[src/rtl/gpio_irq_pkg.sv]
package gpio_irq_pkg;

    // Byte offsets inside the port window; software decodes these.
    localparam logic [7:0] OFS_STA   = 8'h40;
    localparam logic [7:0] OFS_ENA   = 8'h50;
    localparam logic [7:0] OFS_TRG   = 8'h60;
    localparam logic [7:0] OFS_CLR   = 8'h70;
    localparam logic [7:0] OFS_MSTA  = 8'hC0;
    localparam logic [7:0] OFS_MENA  = 8'hD0;
    localparam logic [7:0] OFS_MTRG  = 8'hE0;

    // Lane spacing of the per-pin fields in the data word.
    localparam int LANE_W = 8;

    typedef enum logic [2:0] {
        TRIG_LVL_LO = 3'd0,
        TRIG_LVL_HI = 3'd1,
        TRIG_RISE   = 3'd2,
        TRIG_FALL   = 3'd3,
        TRIG_BOTH   = 3'd4
    } trig_e;

    // Map the three stored bits of one pin onto a trigger kind.
    function automatic trig_e decode_trig(input logic pol, input logic edg, input logic both);
        trig_e k;
        if (!edg) begin
            k = pol ? TRIG_LVL_HI : TRIG_LVL_LO;
        end else if (both) begin
            k = TRIG_BOTH;
        end else begin
            k = pol ? TRIG_RISE : TRIG_FALL;
        end
        return k;
    endfunction

endpackage

[src/rtl/gpio_irq_pin_det.sv]
module gpio_irq_pin_det
    import gpio_irq_pkg::*;
(
    input  logic  clk,
    input  logic  rst_n,
    input  logic  pin_i,
    input  trig_e trig_i,
    output logic  hit_o
);

    logic prev_q;

    // Previous-cycle copy of the pin, kept in every mode so a
    // change of trigger type never sees a stale sample.
    always_ff @(posedge clk or negedge rst_n) begin
        if (!rst_n) begin
            prev_q <= 1'b0;
        end else begin
            prev_q <= pin_i;
        end
    end

    always_comb begin
        hit_o = 1'b0;
        unique case (trig_i)
            TRIG_LVL_LO: hit_o = ~pin_i;
            TRIG_LVL_HI: hit_o = pin_i;
            TRIG_RISE:   hit_o = pin_i & ~prev_q;
            TRIG_FALL:   hit_o = ~pin_i & prev_q;
            TRIG_BOTH:   hit_o = pin_i ^ prev_q;
            default:     hit_o = 1'b0;
        endcase
    end

endmodule

[src/rtl/gpio_irq_regfile.sv]
module gpio_irq_regfile
    import gpio_irq_pkg::*;
#(
    parameter int NPIN = 8,
    parameter int AW   = 8,
    parameter int DW   = 32
) (
    input  logic            clk,
    input  logic            rst_n,
    input  logic            wr_en,
    input  logic [AW-1:0]   wr_addr,
    input  logic [DW-1:0]   wr_data,
    input  logic [NPIN-1:0] hit_i,
    output logic [NPIN-1:0] sta_o,
    output logic [NPIN-1:0] ena_o,
    output logic [NPIN-1:0] pol_o,
    output logic [NPIN-1:0] edg_o,
    output logic [NPIN-1:0] both_o
);

    localparam int TRG_MASK_LSB = 3 * LANE_W;

    logic [NPIN-1:0] sta_q, ena_q, pol_q, edg_q, both_q;
    logic [NPIN-1:0] sta_d, ena_d, pol_d, edg_d, both_d;
    logic [NPIN-1:0] clr_bits, swr_mask, swr_val;

    logic [NPIN-1:0] f_lane0, f_lane1, f_lane2, f_bmask, f_tmask;
    logic [AW-1:0]   a_sta, a_ena, a_trg, a_clr, a_msta, a_mena, a_mtrg;

    assign f_lane0 = wr_data[0 +: NPIN];
    assign f_lane1 = wr_data[LANE_W +: NPIN];
    assign f_lane2 = wr_data[2*LANE_W +: NPIN];
    assign f_bmask = wr_data[LANE_W +: NPIN];
    assign f_tmask = wr_data[TRG_MASK_LSB +: NPIN];

    assign a_sta  = AW'(OFS_STA);
    assign a_ena  = AW'(OFS_ENA);
    assign a_trg  = AW'(OFS_TRG);
    assign a_clr  = AW'(OFS_CLR);
    assign a_msta = AW'(OFS_MSTA);
    assign a_mena = AW'(OFS_MENA);
    assign a_mtrg = AW'(OFS_MTRG);

    // Write decode: one register touched per write.
    always_comb begin
        ena_d    = ena_q;
        pol_d    = pol_q;
        edg_d    = edg_q;
        both_d   = both_q;
        clr_bits = '0;
        swr_mask = '0;
        swr_val  = '0;
        if (wr_en) begin
            if (wr_addr == a_ena) begin
                ena_d = f_lane0;
            end else if (wr_addr == a_mena) begin
                ena_d = (ena_q & ~f_bmask) | (f_lane0 & f_bmask);
            end else if (wr_addr == a_trg) begin
                pol_d  = f_lane0;
                edg_d  = f_lane1;
                both_d = f_lane2;
            end else if (wr_addr == a_mtrg) begin
                pol_d  = (pol_q  & ~f_tmask) | (f_lane0 & f_tmask);
                edg_d  = (edg_q  & ~f_tmask) | (f_lane1 & f_tmask);
                both_d = (both_q & ~f_tmask) | (f_lane2 & f_tmask);
            end else if (wr_addr == a_clr) begin
                clr_bits = f_lane0;
            end else if (wr_addr == a_msta) begin
                swr_mask = f_bmask;
                swr_val  = f_lane0;
            end else if (wr_addr == a_sta) begin
                // status is not directly writable
                clr_bits = '0;
            end
        end
    end

    // Status: software action first, detected events override it.
    always_comb begin
        sta_d = sta_q & ~clr_bits;
        sta_d = (sta_d & ~swr_mask) | (swr_val & swr_mask);
        sta_d = sta_d | hit_i;
    end

    always_ff @(posedge clk or negedge rst_n) begin
        if (!rst_n) begin
            sta_q  <= '0;
            ena_q  <= '0;
            pol_q  <= '0;
            edg_q  <= '0;
            both_q <= '0;
        end else begin
            sta_q  <= sta_d;
            ena_q  <= ena_d;
            pol_q  <= pol_d;
            edg_q  <= edg_d;
            both_q <= both_d;
        end
    end

    assign sta_o  = sta_q;
    assign ena_o  = ena_q;
    assign pol_o  = pol_q;
    assign edg_o  = edg_q;
    assign both_o = both_q;

endmodule

[src/rtl/gpio_irq_port.sv]
module gpio_irq_port
    import gpio_irq_pkg::*;
#(
    parameter int NPIN = 8,
    parameter int AW   = 8,
    parameter int DW   = 32
) (
    input  logic            clk,
    input  logic            rst_n,
    input  logic [NPIN-1:0] pins_in,
    input  logic            wr_en,
    input  logic [AW-1:0]   wr_addr,
    input  logic [DW-1:0]   wr_data,
    input  logic [AW-1:0]   rd_addr,
    output logic [DW-1:0]   rd_data,
    output logic            irq_out
);

    logic [NPIN-1:0] hit;
    logic [NPIN-1:0] sta_q, ena_q, pol_q, edg_q, both_q;

    gpio_irq_regfile #(
        .NPIN (NPIN),
        .AW   (AW),
        .DW   (DW)
    ) u_regs (
        .clk     (clk),
        .rst_n   (rst_n),
        .wr_en   (wr_en),
        .wr_addr (wr_addr),
        .wr_data (wr_data),
        .hit_i   (hit),
        .sta_o   (sta_q),
        .ena_o   (ena_q),
        .pol_o   (pol_q),
        .edg_o   (edg_q),
        .both_o  (both_q)
    );

    for (genvar g = 0; g < NPIN; g++) begin : g_pin
        trig_e trig_w;
        assign trig_w = decode_trig(pol_q[g], edg_q[g], both_q[g]);

        gpio_irq_pin_det u_det (
            .clk    (clk),
            .rst_n  (rst_n),
            .pin_i  (pins_in[g]),
            .trig_i (trig_w),
            .hit_o  (hit[g])
        );
    end

    assign irq_out = |(sta_q & ena_q);

    always_comb begin
        rd_data = '0;
        if (rd_addr == AW'(OFS_STA) || rd_addr == AW'(OFS_MSTA)) begin
            rd_data[0 +: NPIN] = sta_q;
        end else if (rd_addr == AW'(OFS_ENA) || rd_addr == AW'(OFS_MENA)) begin
            rd_data[0 +: NPIN] = ena_q;
        end else if (rd_addr == AW'(OFS_TRG) || rd_addr == AW'(OFS_MTRG)) begin
            rd_data[0 +: NPIN]        = pol_q;
            rd_data[LANE_W +: NPIN]   = edg_q;
            rd_data[2*LANE_W +: NPIN] = both_q;
        end
    end

endmodule

[config.mk]
export PLATFORM = sky130hd
export DESIGN_NAME = gpio_irq_port
export DESIGN_NICKNAME = d
export VERILOG_FILES = /design/src/rtl/gpio_irq_pkg.sv /design/src/rtl/gpio_irq_pin_det.sv /design/src/rtl/gpio_irq_regfile.sv /design/src/rtl/gpio_irq_port.sv
export SDC_FILE = /design/constraint.sdc
export NUM_CORES = 1
export LEC_CHECK = 0
export CAP_MARGIN = 10
export CORE_MARGIN = 10
export CORE_UTILIZATION = 43
export DETAILED_ROUTE_END_ITERATION = 8
export HOLD_SLACK_MARGIN = 0.02
export PLACE_DENSITY = 0.72
export SLEW_MARGIN = 25
export SYNTH_ARGS = -nofsm -noshare
export SYNTH_HDL_FRONTEND = slang
export SYNTH_HIERARCHICAL = 1
export SYNTH_SLANG_ARGS = --single-unit
export TNS_END_PERCENT = 1
[constraint.sdc]
create_clock -name clk -period 4.4 [get_ports clk]
set_input_delay 0.66 -clock clk [delete_from_list [all_inputs] [get_ports clk]]
set_output_delay 0.66 -clock clk [all_outputs]
set_load 0.02 [all_outputs]
==> results.json <==
{
  "grt_pass1_wl_um": 16800,
  "hold_class": "in2async",
  "required_ns": 3.74,
  "place.gp.congestion": 0.875,
  "p_comb_share_pct": 26.1,
  "drt-wirelength-per-cell_um": 19.0,
  "slew-limit-headroom_pct": 29.7,
  "grt_antenna_before_repair": 0,
  "io_pins": 92,
  "seqPwrFrac_pct": 46.7,
  "die_h_um": 112,
  "nets": 515,
  "initial_core_util_pct": 44.0,
  "rows": 33,
  "worst_slew_pin_slew_ns": 1.04,
  "internal_power_mw": 0.725,
  "dp_hpwl_um": 7650,
  "p_clk_share_pct": 27.3,
  "vias": 3151,
  "ys_async_sr_fraction_pct": 100,
  "tns_ns": 0,
  "clkSinkCount": 48,
  "crit_arrival_ns": 3.01,
  "syn-cell-area_sq_um": 3610,
  "grt_max_degree": 49,
  "syn_area_per_cell_sq_um": 9.95,
  "timing.final.crit_period_ns": 3.67,
  "syn2layout_area_growth_pct": 26.7,
  "core-area_sq_um": 8220,
  "yosysWarnings": 6,
  "drc": 0,
  "total_leakage_power_nw": 1.99,
  "setup_violations": 0,
  "worst-path-max-fanout": 16,
  "grt-ovfl-total": 0,
  "cp-start-kind": "input pin",
  "clkTransAtPathRegs_ns": 0.09,
  "vias_per_cell": 5.77,
  "peakVddDrop_mv": 0.126,
  "cts_made_buffers": 5,
  "post-route-period-util_pct": 83.5,
  "synth-seq-cells": 48,
  "switchingPower_mw": 0.310,
  "cp-end-kind": "primary output",
  "dieWidth_um": 112,
  "ys.flop_type": "dfrtp_1",
  "cts_tree": "done",
  "die_area_sq_um": 12500,
  "hold_buffers": 0,
  "max_freq_mhz": 272,
  "netSwitchingFraction_pct": 29.9,
  "clock-root-buffer": "clkbuf_8",
  "cts.repair.resized": 0,
  "detail-route-antenna-nets": 0,
  "power_density_nw_per_um2": 226,
  "max_cap_viol_count": 0,
  "maxSlewViolCount": 0,
  "power_mw": 1.04,
  "hold_viol_final": 0,
  "htree_levels": 2,
  "grt_usage_pct": 16.2,
  "critPathKind": "in2out",
  "startpoint": "rd_addr[3]",
  "io_buffers": 82,
  "dr.pass1.iters": 5,
  "num_antenna_cells": 0,
  "synth_edf_count": 0,
  "rsz0062_at_grt": "false",
  "clock_latency_ns": 0.31,
  "post-cts-setup-buffers": 0,
  "fin_skew_ns": 0.00352,
  "drive_gt1_share_pct": 16.8,
  "grt_pass1_vias": 3306,
  "clock_path_buffers": 2,
  "status": "completed",
  "wirelength_um": 10400,
  "ys_seq_area_share_pct": 33.2,
  "synthCells": 363,
  "synthDistinctLibCells": 41,
  "drtIter0Drc": 227
}
critical path, cell delays in order:
cell and delay [ns]:
clkdlybuf4s50_1 0.39, or2_1 0.24, or3_1 0.69, nor3_1 0.36
clkdlybuf4s50_1 0.66
synthesized netlist by cell type, types with 3 or more instances:
cell type	n	area [sq um]
o2111ai_1	14	123
a21oi_1	8	40.0
nor4_1	8	50.1
mux2_2	34	383
inv_1	41	154
dfrtp_1	48	1200
buf_2	4	20.0
xor2_1	8	70.1
mux2_4	6	90.1
o41ai_1	8	70.1
clkbuf_1	8	30.0
nor4b_1	8	70.1
or2_2	10	62.6
nor3b_1	8	60.1
buf_4	10	75.1
buf_6	3	33.8
nor3_1	14	70.1
o21ai_0	8	40.0
nor2_1	9	33.8
a22oi_1	4	30.0
and4b_1	8	80.1
or3_1	9	56.3
a41oi_1	8	70.1
nand2_1	8	30.0
and2_1	17	106
ha_1	16	200
mux2i_1	16	160
routing by layer:
layer | vias up | wire, um | part of all wire (%) | track usage, %
met5 | - | 0 | 0 | 0
met4 | 0 | 154 | 1.5 | 4.63
met3 | 13 | 870 | 8.4 | 4.62
met2 | 152 | 4920 | 47 | 26.3
met1 | 1520 | 4450 | 43 | 20.4
li1 | 1466 | - | - | -
layout make-up:
cell class,count,area (sq um)
Clock buffer,6,82.6
Timing Repair Buffer,90,876
Clock inverter,2,10.0
Fill cell,726,3640
Tap cell,105,131
Multi-Input combinational cell,254,2120
Sequential cell,48,1200
Inverter,41,154
logic make-up (layout without fill, tap and decap cells):
logic type,after synthesis,in the layout,share of synthesized area (%)
AO/OA/AOI/OAI,52,52,11.8
XOR/XNOR,8,8,1.94
AND/OR/NAND/NOR,114,114,21.0
buffers and inverters,68,139,8.86
adder cells (fa/ha/maj),16,16,5.54
flip-flops,48,48,33.2
other,1,8,0.104
multiplexers,56,56,17.5
per-stage QoR:
| stage | worst slack, ns | utilization, % | area [sq um] | hold slack [ns] | cells |
|---|---|---|---|---|---|
| floorplan | 1.86 | - | 3640 | 0.364 | 370 |
| global placement | 0.765 | 54.6 | 4490 | 0.504 | 538 |
| detailed placement | 0.749 | 54.6 | 4490 | 0.515 | 538 |
| CTS | 0.733 | 55.7 | 4580 | 0.478 | 546 |
| global route | 0.612 | 55.7 | 4580 | 0.491 | 546 |
| finish | 0.725 | 55.7 | 4580 | 0.437 | 546 |
final timing paths:
check                           depth (start not counted)                         end  slack, ns
worst max register to register                          8             u_regs/sta_o[3]       2.43
max in group asynchronous                               2  asynchronous set/reset pin       3.52
worst max-delay path                                    5                 rd_data[11]       0.73
worst min register to register                          1                    register       0.53
min in group clk                                        1                    register       0.53
worst min-delay path                                    2       g_pin[1].u_det/prev_q       0.44
power by group through the flow:
stage,sequential (mW),clock (mW),combinational (mW)
global route,0.486,0.308,0.297
CTS,0.483,0.287,0.269
floorplan,0.486,0,0.160
finish,0.483,0.282,0.270
global placement,0.490,0,0.263
detailed placement,0.491,0,0.268
layout by cell type, fill, tap and decap left out, types with 9 or more instances in the layout:
cell / count
and2_1: 17
clkdlybuf4s50_1: 81
dfrtp_1: 48
ha_1: 16
inv_1: 41
mux2_2: 34
mux2i_1: 16
nor2_1: 9
nor3_1: 14
o2111ai_1: 14
or2_2: 10
or3_1: 9
Note: power is estimated with default switching activity, not from simulation.
